### config.mk
export PLATFORM = sky130hd
export DESIGN_NAME = burst_rd_resp
export DESIGN_NICKNAME = d
export VERILOG_FILES = /design/src/rtl/burst_rd_resp.sv
export SDC_FILE = /design/constraint.sdc
export NUM_CORES = 1
export LEC_CHECK = 0
export ABC_AREA = 1
export BUFFER_PORTS_ARGS = -buffer_cell sky130_fd_sc_hd__buf_2
export CAP_MARGIN = 20
export CORE_MARGIN = 1.5
export CORE_UTILIZATION = 55
export CTS_CLUSTER_DIAMETER = 100
export CTS_CLUSTER_SIZE = 24
export DETAILED_ROUTE_END_ITERATION = 7
export PLACE_DENSITY = 0.76
export SYNTH_ARGS = -nofsm -noshare
export SYNTH_HDL_FRONTEND = slang
export SYNTH_SLANG_ARGS = --single-unit
### constraint.sdc
create_clock -name clk -period 5.2 [get_ports clk]
set_input_delay 1.04 -clock clk [delete_from_list [all_inputs] [get_ports clk]]
set_output_delay 1.04 -clock clk [all_outputs]
set_load 0.03 [all_outputs]
### src/rtl/burst_rd_resp.sv
module burst_rd_resp #(
  parameter int WORD_W    = 32,
  parameter int FIRST_LAT = 40,
  parameter int NEXT_LAT  = 4,
  parameter int IDLE_CYC  = 2,
  parameter int LONG_GRPS = 4,
  parameter int CNT_W     = 16,
  parameter logic [WORD_W-1:0] PATTERN = 32'h5A5AC3C3
) (
  input  logic                clk,
  input  logic                rst_n,
  input  logic                req_valid,
  input  logic [WORD_W-1:0]   req_addr,
  input  logic                req_long,
  output logic                req_ready,
  output logic                busy,
  output logic                beat_valid,
  output logic [2*WORD_W-1:0] beat_data,
  output logic                beat_last,
  output logic                blk_done,
  output logic [CNT_W-1:0]    blk_cycles
);
  localparam int GRP_BEATS = 2;
  localparam int GRP_W = $clog2(LONG_GRPS + 1);
  localparam int LAT_W = $clog2(FIRST_LAT + NEXT_LAT + IDLE_CYC + 1);

  typedef enum logic [1:0] {S_RDY, S_WAIT, S_XFER, S_GAP} st_t;

  st_t               st;
  logic [LAT_W-1:0]  wcnt, fcnt;
  logic [GRP_W-1:0]  grp_left;
  logic              beat_idx;
  logic [WORD_W-1:0] waddr;
  logic [CNT_W-1:0]  cyc, t0, lat_q;
  logic              done_q, is_long;
  logic              accept;

  assign req_ready  = (st == S_RDY);
  assign busy       = ~req_ready;
  assign accept     = req_valid & req_ready;
  assign beat_valid = (st == S_XFER);
  assign beat_last  = beat_valid & beat_idx & (grp_left == GRP_W'(1));
  assign beat_data  = {(waddr + WORD_W'(1)) ^ PATTERN, waddr ^ PATTERN};
  assign blk_done   = done_q;
  assign blk_cycles = lat_q;

  always_ff @(posedge clk) begin
    if (!rst_n) begin
      st       <= S_RDY;
      wcnt     <= '0;
      fcnt     <= '0;
      grp_left <= '0;
      beat_idx <= 1'b0;
      waddr    <= '0;
      cyc      <= '0;
      t0       <= '0;
      lat_q    <= '0;
      done_q   <= 1'b0;
      is_long  <= 1'b0;
    end else begin
      cyc    <= cyc + CNT_W'(1);
      done_q <= 1'b0;
      if (fcnt != '0) fcnt <= fcnt - LAT_W'(1);
      case (st)
        S_RDY: if (accept) begin
          st       <= S_WAIT;
          wcnt     <= LAT_W'(FIRST_LAT - 1);
          waddr    <= req_addr;
          grp_left <= req_long ? GRP_W'(LONG_GRPS) : GRP_W'(1);
          is_long  <= req_long;
          t0       <= cyc;
        end
        S_WAIT: begin
          if (wcnt == '0) begin
            st       <= S_XFER;
            beat_idx <= 1'b0;
            fcnt     <= LAT_W'(NEXT_LAT);
          end else begin
            wcnt <= wcnt - LAT_W'(1);
          end
        end
        S_XFER: begin
          waddr <= waddr + WORD_W'(2);
          if (beat_idx) begin
            st       <= S_GAP;
            wcnt     <= LAT_W'(IDLE_CYC - 1);
            grp_left <= grp_left - GRP_W'(1);
          end else begin
            beat_idx <= 1'b1;
          end
        end
        S_GAP: begin
          if (wcnt != '0) begin
            wcnt <= wcnt - LAT_W'(1);
          end else if (grp_left == '0) begin
            st     <= S_RDY;
            done_q <= 1'b1;
            lat_q  <= cyc - t0 + CNT_W'(1);
          end else if (fcnt <= LAT_W'(1)) begin
            st       <= S_XFER;
            beat_idx <= 1'b0;
            fcnt     <= LAT_W'(NEXT_LAT);
          end
        end
        default: st <= S_RDY;
      endcase
    end
  end


  accept_busy_chk: assert property (@(posedge clk) disable iff (!rst_n)
    req_valid && req_ready |=> busy && !req_ready);


  pair_len_chk: assert property (@(posedge clk) disable iff (!rst_n)
    beat_valid && $past(beat_valid) |=> !beat_valid);


  last_in_beat_chk: assert property (@(posedge clk) disable iff (!rst_n)
    beat_last |-> beat_valid);


  ascend_chk: assert property (@(posedge clk) disable iff (!rst_n)
    beat_valid && $past(beat_valid) |->
      (beat_data[WORD_W-1:0] ^ PATTERN) == (($past(beat_data[WORD_W-1:0]) ^ PATTERN) + WORD_W'(2)));


  done_len_chk: assert property (@(posedge clk) disable iff (!rst_n)
    blk_done |-> blk_cycles == CNT_W'(1 + FIRST_LAT + (is_long ? LONG_GRPS : 1) * (GRP_BEATS + IDLE_CYC)));


  done_pulse_chk: assert property (@(posedge clk) disable iff (!rst_n)
    blk_done |-> req_ready ##1 !blk_done);
endmodule

==> metrics.txt <==
switching share of power 0.488; R2R cell count 7; Tmin final 3.45 ns; clk_lat worst skew 0.36 ns; Yosys cell types 39; most frequent cells in the layout nand2_1 (240), inv_1 (140), nor2_1 (137), buf_2 (120), dfxtp_1 (99); worst r2r dst waddr[5]$_SDFFE_PN0P_; Hold Crit Endpoint t0[14]$_SDFFE_PN0P_; combinational power share 0.514; vias in the first global route 6122; cts hold-fix bufs 0; GR Util met3 0.0638; drt total wl 17600 um; total grt overflow 0; final worst-path cycle share 0.663; LEAKAGE 3.67 nW; CTS tree yes; post-DP HPWL 12900 um; clock power share 0.186; Mapped Cells 1070; cell taking the most area after synthesis dfxtp_1; endpoints failing setup 0; share of cells above drive strength 1 0.178; design area 0.00782 sq mm; mapped cell area 0.00690 sq mm; max-cap violations 0; Post CTS Setup Buffer Count 0; WHS 0.459 ns; Psw 1.95 mW; met2 Use GR 0.453; die area 0.0132 sq mm; footprint of the multi-input gates 0.00409 sq mm; # nets final 1234; DR pass1 iterations 5; CTS Buf Count 9; die height 115 um; worst reg2reg setup slack 2.69 ns; post-CTS resize count 0; Core Rows 40; busiest layer in global routing met2; RSZ-0062 raised after global routing no; Data required, critical path 4.16 ns; internal power 2.05 mW; DR iter-0 viols 535; top cell type's share of synthesized area 0.287; outcome finished clean; Seq pwr share 0.300; CP max FO 18; Max Root-Sink Buffers 2; crit path capture type output port; largest net degree at the start of global routing 65; Fin. Hold Viols 0; GRT Util Overall 0.273; routed vias/inst 5.15; fillcell total 1198; Slew Limit Fails 0; per-cell routed wire length 13.2 um; vias 6851; pre-CTS WS 1.98 ns; Clk Tree Root Cell clkbuf_16; Crit Path Category reg2out; Peak VDD IR 0.000378 V; top cells by area, synth dfxtp_1 (29%), nand2_1 (13%), inv_1 (7.6%); data arrival time of the worst path 2.41 ns; setup clock skew after layout 0.00742 ns; worst hold path class reg2reg; Slew HR 0.504; H-tree depth 3; yosys warns 0; PortBufs 120; GR Util met1 0.358; IO Pins 121; storage element area 0.00198 sq mm; post-synthesis register bit count 99; Worst setup SP type flop; antenna violations before repair 1; synthesized net count 1146; syn avg cell area 6.45 sq um; fmax 290 MHz; CTS Sinks 99; first-pass GRT wire length 28700 um; commonest non-fill, non-tap cell in the layout nand2_1; HP Start t0[14]$_SDFFE_PN0P_; worst slew pin tran 0.743 ns; Reg-to-Reg Start st[0]$_SDFFE_PN0P_; # DRC 0; area grow syn2layout 13.4%; post-synthesis sequential area ratio 0.287; Area after DPL 0.00747 sq mm; power after layout 4.00 mW; die width 115 um; TNS Setup 0 ns; fin worst setup slack 1.75 ns; Initial Utilization 0.570; Placer Congestion 0.915; Clock transition at path regs 0.07 ns; number of diodes 0; antenna-violating nets left 0; worst hold path cell count 2; Core ar. 0.0121 sq mm; pwr dens 512 mW/mm^2
-- power groups by stage --
stage	registers, mW	clock network, mW	logic [mW]
after global routing	1.22	0.785	2.29
after floorplan	1.14	0	1.64
after CTS	1.19	0.757	2.03
after detailed placement	1.21	0	2.02
final	1.20	0.746	2.06
after global placement	1.20	0	1.99
-- how the worst max path moves through the flow --
stage,from,end
2_1_floorplan,waddr[2]$_SDFFE_PN0P_,beat_data[43]
3_3_place_gp,req_valid,waddr[1]$_SDFFE_PN0P_
3_5_place_dp,req_valid,waddr[2]$_SDFFE_PN0P_
4_1_cts,waddr[0]$_SDFFE_PN0P_,beat_data[52]
5_1_grt,waddr[0]$_SDFFE_PN0P_,beat_data[60]
6_report,waddr[0]$_SDFFE_PN0P_,beat_data[60]
-- final cells by class --
class / count / share of cell area
multi-input cells: 777 / 0.523
clock inverters: 4 / 0.00944
well taps: 168 / 0.0269
repair buffers: 126 / 0.0851
flip-flops and latches: 99 / 0.253
clock buffers: 11 / 0.0323
inverters: 145 / 0.0696
-- stage by stage --
stage	instances	utilization
detailed placement	1314	0.616
global route	1330	0.646
floorplan	1070	-
global placement	1314	0.616
finish	1330	0.646
CTS	1329	0.643
-- state kept, by name, indices dropped and copies added, names as in the netlist --
| register | count |
|---|---|
| fcnt | 6 |
| t0 | 16 |
| blk_cycles | 16 |
| beat_idx | 1 |
| waddr | 32 |
| st | 2 |
| cyc | 16 |
| wcnt | 6 |
| grp_left | 3 |
| blk_done | 1 |
-- metal layers --
layer	part of all wire	vias up	wire length [um]
met1	0.45	3068	7950
met5	0.00068	-	12
met3	0.066	28	1160
met2	0.47	202	8180
met4	0.016	2	279
li1	-	3551	-
-- Yosys cell counts --
cell type and number:
a211oi_1 1, a211oi_2 1, a21oi_1 76, a21oi_2 1
a31oi_1 6, and2_1 2, buf_1 1, buf_2 8
buf_4 23, clkbuf_1 17, clkinv_1 1, dfxtp_1 99
fa_1 1, ha_1 39, inv_1 140, inv_2 4
nand2_1 240, nand2_2 14, nand2_4 3, nand3_1 76
nand3_2 2, nand4_1 9, nor2_1 137, nor2_2 9
nor2_4 17, nor3_1 5, o211ai_1 1, o21a_1 1
o21ai_0 73, o21ai_1 7, o21ai_2 1, o21bai_1 1
o22ai_1 3, o31ai_1 1, o32ai_1 1, or2_1 1
or2_2 14, xnor2_1 6, xor2_1 28
-- critical path, cell delays in order (launching register included) --
cell     delay [ns]
dfxtp_1        0.68
ha_1           0.30
inv_1          0.11
nor2_4         0.15
nand2_4        0.08
nor2_4         0.15
nand2_2        0.09
nor2_1         0.14
xor2_1         0.15
buf_2          0.21
-- kinds of logic after synthesis --
logic type,count (synthesis),synth area share
and+or+nand+nor,529,0.344
adders and majority gates,40,0.0736
AOI/OAI and AO/OA,174,0.132
xor gates and xnor gates,34,0.0432
buffers and inverters,194,0.120
DFF,99,0.287
(Power assumes the default switching activity.)
